File: config.mk
export PLATFORM = sky130hd
export DESIGN_NAME = i2c_regm
export DESIGN_NICKNAME = d
export VERILOG_FILES = /design/src/rtl/i2cm_pkg.sv /design/src/rtl/i2cm_tick_gen.sv /design/src/rtl/i2cm_bus_engine.sv /design/src/rtl/i2cm_txn_seq.sv /design/src/rtl/i2c_regm.sv
export SDC_FILE = /design/constraint.sdc
export NUM_CORES = 1
export LEC_CHECK = 0
export ABC_CLOCK_PERIOD_IN_PS = 4540
export BUFFER_PORTS_ARGS = -buffer_cell sky130_fd_sc_hd__buf_2
export CORE_AREA = 2 2 106 78
export CTS_BUF_LIST = sky130_fd_sc_hd__clkbuf_4
export DETAILED_ROUTE_END_ITERATION = 10
export DIE_AREA = 0 0 108 80
export HOLD_SLACK_MARGIN = 0.08
export PLACE_DENSITY = 0.84
export SLEW_MARGIN = 40
export SYNTH_ARGS = -nofsm -noshare
export SYNTH_HDL_FRONTEND = slang
export SYNTH_SLANG_ARGS = --single-unit
File: constraint.sdc
create_clock -name clk -period 4.54 [get_ports clk]
set_clock_uncertainty 0.2 [all_clocks]
set_input_delay 0.227 -clock clk [delete_from_list [all_inputs] [get_ports clk]]
set_output_delay 0.227 -clock clk [all_outputs]
set_load 0.05 [all_outputs]
File: src/rtl/i2cm_pkg.sv
// Shared types for the I2C register master: the bus operations the
// transaction sequencer asks of the bus engine, and the error width.
package i2cm_pkg;
    typedef enum logic [1:0] {
        OP_START = 2'd0,
        OP_BYTE  = 2'd1,
        OP_STOP  = 2'd2,
        OP_GAP   = 2'd3
    } bus_op_e;

    localparam int ERR_W = 3;
endpackage

File: src/rtl/i2cm_tick_gen.sv
// Clock-enable generator: asserts tick once every prescale+1 clocks.
// Assumes prescale is held steady while a transaction runs.
module i2cm_tick_gen #(
    parameter int PRE_W = 8
) (
    input  logic             clk,
    input  logic             rst_n,
    input  logic [PRE_W-1:0] prescale,
    output logic             tick
);
    logic [PRE_W-1:0] cnt;

    assign tick = (cnt >= prescale);

    // Count clocks between ticks, wrapping when the limit is met.
    always_ff @(posedge clk) begin
        if (!rst_n)    cnt <= '0;
        else if (tick) cnt <= '0;
        else           cnt <= cnt + 1'b1;
    end

    AST_TICK_SPACED: assert property (@(posedge clk) disable iff (!rst_n)
        (tick && prescale != '0 && $stable(prescale)) |=> (!tick || prescale == '0));
endmodule

File: src/rtl/i2cm_bus_engine.sv
// Bus engine: executes one bus operation (START, 9-bit byte slot, STOP or
// low gap) as a sequence of timed phases counted in ticks. Line levels are
// registered and held between operations so the bus never glitches idle.
// A byte slot shifts out tx9 MSB first and samples SDA at the end of each
// SCL high phase into rx9; bit 0 of tx9/rx9 is the acknowledge slot.
// Assumes op_valid is only raised while the engine is idle.
module i2cm_bus_engine
    import i2cm_pkg::*;
#(
    parameter int T_LOW  = 8,
    parameter int T_HIGH = 8,
    parameter int T_HOLD = 8
) (
    input  logic       clk,
    input  logic       rst_n,
    input  logic       tick,
    input  logic       op_valid,
    input  bus_op_e    op,
    input  logic [8:0] tx9,
    input  logic       sda_in,
    output logic       op_done,
    output logic [8:0] rx9,
    output logic       scl_lvl,
    output logic       sda_lvl
);
    localparam int LONG_A = (2 * T_LOW > 2 * T_HIGH) ? 2 * T_LOW : 2 * T_HIGH;
    localparam int MAXLEN = (LONG_A > T_HOLD) ? LONG_A : T_HOLD;
    localparam int CNT_W  = $clog2(MAXLEN + 1);
    localparam int HALF_L = (T_LOW / 2 > 0) ? T_LOW / 2 : 1;

    logic             active;
    bus_op_e          cur_op;
    logic [1:0]       ph;
    logic [3:0]       bitn;
    logic [CNT_W-1:0] cnt;
    logic [8:0]       txs;
    logic [8:0]       rxs;
    logic             scl_q, sda_q;
    logic [1:0]       sda_sync;
    logic             spec_scl, spec_sda, spec_last;
    logic [CNT_W-1:0] spec_len;

    assign rx9     = rxs;
    assign scl_lvl = scl_q;
    assign sda_lvl = sda_q;

    // Line levels, length and last-phase flag of the current phase.
    always_comb begin
        spec_scl  = 1'b0;
        spec_sda  = 1'b1;
        spec_len  = CNT_W'(T_LOW);
        spec_last = 1'b0;
        unique case (cur_op)
            OP_START: unique case (ph)
                2'd0: begin spec_scl = 1'b0; spec_sda = 1'b1; spec_len = CNT_W'(HALF_L); end
                2'd1: begin spec_scl = 1'b1; spec_sda = 1'b1; spec_len = CNT_W'(T_HIGH); end
                2'd2: begin spec_scl = 1'b1; spec_sda = 1'b0; spec_len = CNT_W'(T_HOLD); end
                default: begin spec_scl = 1'b0; spec_sda = 1'b0; spec_len = CNT_W'(T_LOW); spec_last = 1'b1; end
            endcase
            OP_BYTE: begin
                spec_sda = txs[8];
                unique case (ph)
                    2'd0:    begin spec_scl = 1'b0; spec_len = CNT_W'(HALF_L); end
                    2'd1:    begin spec_scl = 1'b1; spec_len = CNT_W'(T_HIGH); end
                    default: begin spec_scl = 1'b0; spec_len = CNT_W'(HALF_L); spec_last = (bitn == 4'd8); end
                endcase
            end
            OP_STOP: unique case (ph)
                2'd0:    begin spec_scl = 1'b0; spec_sda = 1'b0; spec_len = CNT_W'(2 * T_LOW); end
                2'd1:    begin spec_scl = 1'b1; spec_sda = 1'b0; spec_len = CNT_W'(2 * T_HIGH); end
                default: begin spec_scl = 1'b1; spec_sda = 1'b1; spec_len = CNT_W'(T_HOLD); spec_last = 1'b1; end
            endcase
            default: begin spec_scl = 1'b0; spec_sda = 1'b1; spec_len = CNT_W'(T_LOW); spec_last = 1'b1; end
        endcase
    end

    // Two-flop synchronizer for the incoming SDA level.
    always_ff @(posedge clk) begin
        if (!rst_n) sda_sync <= 2'b11;
        else        sda_sync <= {sda_sync[0], sda_in};
    end

    // Phase sequencing, bit shifting, sampling and line level registers.
    always_ff @(posedge clk) begin
        if (!rst_n) begin
            active  <= 1'b0;
            cur_op  <= OP_GAP;
            ph      <= '0;
            bitn    <= '0;
            cnt     <= '0;
            txs     <= '1;
            rxs     <= '1;
            scl_q   <= 1'b1;
            sda_q   <= 1'b1;
            op_done <= 1'b0;
        end else begin
            op_done <= 1'b0;
            if (!active) begin
                if (op_valid) begin
                    active <= 1'b1;
                    cur_op <= op;
                    ph     <= '0;
                    bitn   <= '0;
                    cnt    <= '0;
                    txs    <= tx9;
                end
            end else begin
                scl_q <= spec_scl;
                sda_q <= spec_sda;
                if (tick) begin
                    if (cnt == spec_len - 1'b1) begin
                        cnt <= '0;
                        if (cur_op == OP_BYTE && ph == 2'd1)
                            rxs <= {rxs[7:0], sda_sync[1]};
                        if (spec_last) begin
                            active  <= 1'b0;
                            op_done <= 1'b1;
                        end else if (cur_op == OP_BYTE && ph == 2'd2) begin
                            ph   <= '0;
                            bitn <= bitn + 1'b1;
                            txs  <= {txs[7:0], 1'b1};
                        end else begin
                            ph <= ph + 1'b1;
                        end
                    end else begin
                        cnt <= cnt + 1'b1;
                    end
                end
            end
        end
    end

    AST_SDA_FALL_ONLY_START: assert property (@(posedge clk) disable iff (!rst_n)
        (scl_q && $past(scl_q) && $fell(sda_q)) |-> (cur_op == OP_START));
    AST_SDA_RISE_ONLY_STOP: assert property (@(posedge clk) disable iff (!rst_n)
        (scl_q && $past(scl_q) && $rose(sda_q)) |-> (cur_op == OP_STOP));
    AST_OP_ONLY_WHEN_IDLE: assert property (@(posedge clk) disable iff (!rst_n)
        op_valid |-> !active);
    AST_BIT_INDEX_RANGE: assert property (@(posedge clk) disable iff (!rst_n)
        (active && cur_op == OP_BYTE) |-> (bitn <= 4'd8));
endmodule

File: src/rtl/i2cm_txn_seq.sv
// Transaction sequencer: latches a request, walks the step list of a
// register write or read, issues one bus operation per step, gathers the
// acknowledge results into an error code and repeats the whole transaction
// from START while errors remain and retries are left.
// Assumes the engine raises op_done exactly once per issued operation.
module i2cm_txn_seq
    import i2cm_pkg::*;
#(
    parameter int RETRIES = 3
) (
    input  logic             clk,
    input  logic             rst_n,
    input  logic             start,
    input  logic             rw,
    input  logic [6:0]       dev_addr,
    input  logic [7:0]       reg_idx,
    input  logic [7:0]       wdata,
    input  logic             op_done,
    input  logic [8:0]       rx9,
    output logic             op_valid,
    output bus_op_e          op,
    output logic [8:0]       tx9,
    output logic             busy,
    output logic             done,
    output logic [7:0]       rdata,
    output logic [ERR_W-1:0] err
);
    localparam int TRY_W = (RETRIES > 0) ? $clog2(RETRIES + 1) : 1;

    typedef enum logic [1:0] {S_IDLE, S_ISSUE, S_WAIT} seq_state_e;

    seq_state_e       state;
    logic             l_rw;
    logic [6:0]       l_addr;
    logic [7:0]       l_reg, l_wdata, rbuf;
    logic [2:0]       step;
    logic [TRY_W-1:0] tries;
    logic [ERR_W-1:0] err_acc, ack_mask, err_nxt;
    logic             is_last;

    assign busy     = (state != S_IDLE);
    assign op_valid = (state == S_ISSUE);
    assign err_nxt  = err_acc | (rx9[0] ? ack_mask : '0);

    // Decode the current step into a bus operation and its error bit.
    always_comb begin
        op       = OP_STOP;
        tx9      = 9'h1FF;
        ack_mask = '0;
        is_last  = 1'b0;
        if (!l_rw) begin
            unique case (step)
                3'd0: op = OP_START;
                3'd1: begin op = OP_BYTE; tx9 = {l_addr, 1'b0, 1'b1}; ack_mask = 3'b001; end
                3'd2: begin op = OP_BYTE; tx9 = {l_reg, 1'b1};        ack_mask = 3'b010; end
                3'd3: begin op = OP_BYTE; tx9 = {l_wdata, 1'b1};      ack_mask = 3'b100; end
                default: begin op = OP_STOP; is_last = 1'b1; end
            endcase
        end else begin
            unique case (step)
                3'd0: op = OP_START;
                3'd1: begin op = OP_BYTE; tx9 = {l_addr, 1'b0, 1'b1}; ack_mask = 3'b001; end
                3'd2: begin op = OP_BYTE; tx9 = {l_reg, 1'b1};        ack_mask = 3'b001; end
                3'd3: op = OP_GAP;
                3'd4: op = OP_START;
                3'd5: begin op = OP_BYTE; tx9 = {l_addr, 1'b1, 1'b1}; ack_mask = 3'b001; end
                3'd6: begin op = OP_BYTE; tx9 = 9'h1FF; end
                default: begin op = OP_STOP; is_last = 1'b1; end
            endcase
        end
    end

    // Request capture, step walking, error gathering and retry control.
    always_ff @(posedge clk) begin
        if (!rst_n) begin
            state   <= S_IDLE;
            l_rw    <= 1'b0;
            l_addr  <= '0;
            l_reg   <= '0;
            l_wdata <= '0;
            rbuf    <= '1;
            step    <= '0;
            tries   <= '0;
            err_acc <= '0;
            done    <= 1'b0;
            rdata   <= '0;
            err     <= '0;
        end else begin
            done <= 1'b0;
            unique case (state)
                S_IDLE: if (start) begin
                    l_rw    <= rw;
                    l_addr  <= dev_addr;
                    l_reg   <= reg_idx;
                    l_wdata <= wdata;
                    step    <= '0;
                    tries   <= TRY_W'(RETRIES);
                    err_acc <= '0;
                    state   <= S_ISSUE;
                end
                S_ISSUE: state <= S_WAIT;
                S_WAIT: if (op_done) begin
                    if (l_rw && step == 3'd6) rbuf <= rx9[8:1];
                    if (is_last) begin
                        if (err_acc != '0 && tries != '0) begin
                            tries   <= tries - 1'b1;
                            step    <= '0;
                            err_acc <= '0;
                            state   <= S_ISSUE;
                        end else begin
                            done  <= 1'b1;
                            err   <= err_acc;
                            if (l_rw) rdata <= rbuf;
                            state <= S_IDLE;
                        end
                    end else begin
                        err_acc <= err_nxt;
                        step    <= step + 1'b1;
                        state   <= S_ISSUE;
                    end
                end
                default: state <= S_IDLE;
            endcase
        end
    end

    AST_DONE_SINGLE_CYCLE: assert property (@(posedge clk) disable iff (!rst_n)
        done |=> !done);
    AST_REQUEST_FROZEN: assert property (@(posedge clk) disable iff (!rst_n)
        (busy && start) |=> ($stable(l_addr) && $stable(l_wdata) && $stable(l_reg)));
    AST_READ_ERR_SINGLE: assert property (@(posedge clk) disable iff (!rst_n)
        (done && l_rw) |-> (err[2:1] == 2'b00));
    AST_RETRY_BUDGET_END: assert property (@(posedge clk) disable iff (!rst_n)
        (state == S_WAIT && op_done && is_last && tries == '0) |=> (state == S_IDLE));
endmodule

File: src/rtl/i2c_regm.sv
// Top of the I2C register master: prescaler, transaction sequencer and
// bus engine. The bus pins are open drain: an output enable of 1 pulls the
// line low, 0 releases it to the external pull-up.
// Assumes a single master, no clock stretching and a steady prescale.
module i2c_regm
    import i2cm_pkg::*;
#(
    parameter int PRE_W   = 8,
    parameter int T_LOW   = 8,
    parameter int T_HIGH  = 8,
    parameter int T_HOLD  = 8,
    parameter int RETRIES = 3
) (
    input  logic             clk,
    input  logic             rst_n,
    input  logic [PRE_W-1:0] prescale,
    input  logic             start,
    input  logic             rw,
    input  logic [6:0]       dev_addr,
    input  logic [7:0]       reg_idx,
    input  logic [7:0]       wdata,
    input  logic             sda_in,
    output logic             busy,
    output logic             done,
    output logic [7:0]       rdata,
    output logic [2:0]       err,
    output logic             scl_oe,
    output logic             sda_oe
);
    logic       tick, op_valid, op_done, scl_lvl, sda_lvl;
    logic [8:0] tx9, rx9;
    bus_op_e    op;

    assign scl_oe = ~scl_lvl;
    assign sda_oe = ~sda_lvl;

    i2cm_tick_gen #(.PRE_W(PRE_W)) u_tick (
        .clk(clk), .rst_n(rst_n), .prescale(prescale), .tick(tick)
    );

    i2cm_txn_seq #(.RETRIES(RETRIES)) u_seq (
        .clk(clk), .rst_n(rst_n), .start(start), .rw(rw),
        .dev_addr(dev_addr), .reg_idx(reg_idx), .wdata(wdata),
        .op_done(op_done), .rx9(rx9), .op_valid(op_valid), .op(op),
        .tx9(tx9), .busy(busy), .done(done), .rdata(rdata), .err(err)
    );

    i2cm_bus_engine #(.T_LOW(T_LOW), .T_HIGH(T_HIGH), .T_HOLD(T_HOLD)) u_eng (
        .clk(clk), .rst_n(rst_n), .tick(tick), .op_valid(op_valid),
        .op(op), .tx9(tx9), .sda_in(sda_in), .op_done(op_done),
        .rx9(rx9), .scl_lvl(scl_lvl), .sda_lvl(sda_lvl)
    );

    AST_RESET_RELEASED: assert property (@(posedge clk)
        $past(!rst_n) |-> (!scl_oe && !sda_oe && !busy));
endmodule

==> results by group <==
Outcome
  – Status: completed

Yosys
  – Syn Nets: 619
  – Top_reg_cell synth: dfxtp_1
  – Yosys top cell area share: 0.420
  – Post-Synthesis Cells: 560
  – Count leader, synth: dfxtp_1
  – Largest cells by area after synthesis: dfxtp_1 42%, nand2_1 7.8%, ha_1 6.2%, mux2i_1 5.1%, a21oi_1 4.2%
  – Synthesized area: 0.00467 mm^2
  – Post-synth EDFFs: 0
  – Yosys warnings: 0
  – Yosys reg bits: 98
  – Sequential area share after synthesis: 0.420
  – Async S/R FF share, synth: 0
  – Netlist cell types: 55
  – Yosys top cell by area: dfxtp_1
  – Post-synthesis area per instance: 8.33 um^2
  – Most frequent cells after synthesis: 98 x dfxtp_1, 97 x nand2_1, 48 x nor2_1

Cells and area
  – Number of flip-flops in the largest register: 9
  – Layout cell share with drive strength beyond 1: 0.133
  – ANT cells: 0
  – Area delta synth->final: 14.9%
  – Final cell area excluding filler cells: 0.00536 mm^2
  – Layout Nets: 679

Placed design
  – Placed Area: 0.00492 mm^2
  – Port bufs: 50
  – Placed wire-length estimate: 7300 um
  – Final GP Congestion: 0.946

Routing
  – Vias/cell: 5.74
  – M1 wire length: 4710 um
  – WL final: 10,800 um
  – Post-route ant nets: 0
  – Met2 routed WL: 5060 um
  – DRC Markers: 0
  – Met3 WL: 861 um
  – Initial detailed-routing violation count: 273
  – Routed len/inst: 14.9 um
  – Top sig layer: met4
  – Total number of vias: 4,166
  – Drt first pass iters: 6

Clocking
  – Hold buffers post-CTS: 27
  – CTS sink count: 98
  – Cts bufs inserted: 9
  – Root Driver: clkbuf_4
  – Post-CTS resize count: 0
  – Bufs on Longest Clock Path: 2
  – Clock Latency Late Sink: 0.46 ns
  – Worst-path clk slew: 0.15 ns
  – Htree depth: 3
  – CTS tree: built
  – Setup bufs post-CTS: 0

Pwr
  – Clk pwr share: 0.314
  – Part of the power in registers: 0.544
  – Sw Ratio: 0.279
  – Power Internal: 1.23 mW
  – Total power: 1.71 mW
  – Cell area power density: 319 mW/mm^2
  – Static Leak: 2.26 nW
  – Switching power: 0.478 mW
  – Worst vdd rail ir drop: 0.226 mV
  – Comb pwr share: 0.142

Floorplan
  – # rows: 27
  – Initial Util: 0.614
  – Ports: 51
  – Full die area: 0.00864 mm^2
  – Die W: 108 um
  – Die Span Y: 80 um
  – Total core area: 0.00760 mm^2

Timing
  – Final Setup Violations: 0
  – Count of final hold-check violations: 0
  – Post-route clock period utilization: 0.731
  – Fmax: 301 MHz
  – Final hold slack: 0.224 ns
  – Unrepaired setup endpoints after global routing: no
  – Slew headroom: 0.449
  – Slew Limit Fails: 0
  – Setup TNS: 0 ns
  – Final worst path period need: 3.32 ns
  – Worst Max-Slew Pin Slew: 0.824 ns

Global route
  – Total congestion overflow: 0
  – Largest net degree at the start of global routing: 39
  – First-pass GRT wire length: 17,900 um
  – GRT Total Usage: 0.262
  – Initial antenna violation count: 0
  – Vias in the first global route: 3,897

Critical path
  – Crit end category: register
  – Critical path peak fanout: 9
  – Critical path class: reg -> reg
  – CP arrival: 3.46 ns
  – Critical Path RT: 4.68 ns
  – CP startpoint kind: register

Job
  – MaxCap Viol Count: 0

Worst hold path
  – Hold Path Class: reg -> reg
==> power groups by stage <==
stage               clock network [mW]  logic [mW]  registers [mW]
finish                           0.538       0.243           0.932
global route                     0.576       0.272           0.936
CTS                              0.541       0.238           0.930
detailed placement                   0       0.219           0.949
global placement                     0       0.210           0.947
floorplan                            0       0.179           0.933
==> worst max-delay path, cell delays in order (launching register included) <==
cell       delay, ns
dfxtp_1         0.41
inv_1           0.08
ha_1            0.26
nand2b_1        0.21
a21oi_4         0.19
inv_1           0.06
ha_1            0.20
xnor2_1         0.15
nor4_2          0.34
o21ai_2         0.11
a2111oi_2       0.40
buf_4           0.28
mux2i_1         0.25
nand2_1         0.07
==> per-layer routing <==
layer / vias up / global-route usage
met1: 1924 / 0.331
li1: 2049 / -
met2: 165 / 0.444
met3: 28 / 0.0702
met5: - / 0
met4: 0 / 0.0718
==> cell usage in the layout (no fill, tap or decap), drive strengths merged, types with 11 or more instances in the layout <==
cell type	instances
a21oi	40
dlygate4sd3	27
nand2b	11
nor2	48
nand3	28
dfxtp	98
mux2i	24
nand2	97
ha	23
o21ai	21
buf	52
inv	32
==> path summary, 6_finish.rpt <==
path,from,endpoint,slack (ns),cells after the start
worst max-delay path,u_eng.ph[1],u_eng.rx9[3],1.22,13
worst min-delay path,u_eng.sda_sync[0],u_eng.sda_sync[1],0.22,1
worst max register to register,u_eng.ph[1],u_eng.rx9[3],1.22,13
worst min register to register,u_eng.sda_sync[0],u_eng.sda_sync[1],0.22,1
==> cell type report <==
cell class / count / area, um^2
Clock buffer: 10 / 75.1
Clock inverter: 6 / 96.3
Fill cell: 565 / 2240
Inverter: 29 / 109
Multi-Input combinational cell: 403 / 2460
Sequential cell: 98 / 1960
Tap cell: 101 / 126
Timing Repair Buffer: 79 / 536
==> stage by stage <==
| stage | cells | utilization | setup slack, ns |
|---|---|---|---|
| after global routing | 726 | 0.706 | 1.01 |
| after global placement | 683 | 0.647 | 1.35 |
| after floorplan | 560 | - | 1.66 |
| after detailed placement | 683 | 0.647 | 1.19 |
| after CTS | 726 | 0.705 | 1.18 |
| final | 726 | 0.706 | 1.22 |
==> cells by family (layout without fill, tap and decap cells) <==
family	after synthesis	count (layout)	share of synthesized area
buffers and inverters	59	124	0.0539
xor gates and xnor gates	14	14	0.0263
and+or+nand+nor	228	228	0.224
adders and majority gates	23	23	0.0617
AOI/OAI and AO/OA	113	113	0.160
DFF	98	98	0.420
muxes	25	25	0.0539
(Power assumes the default switching activity.)
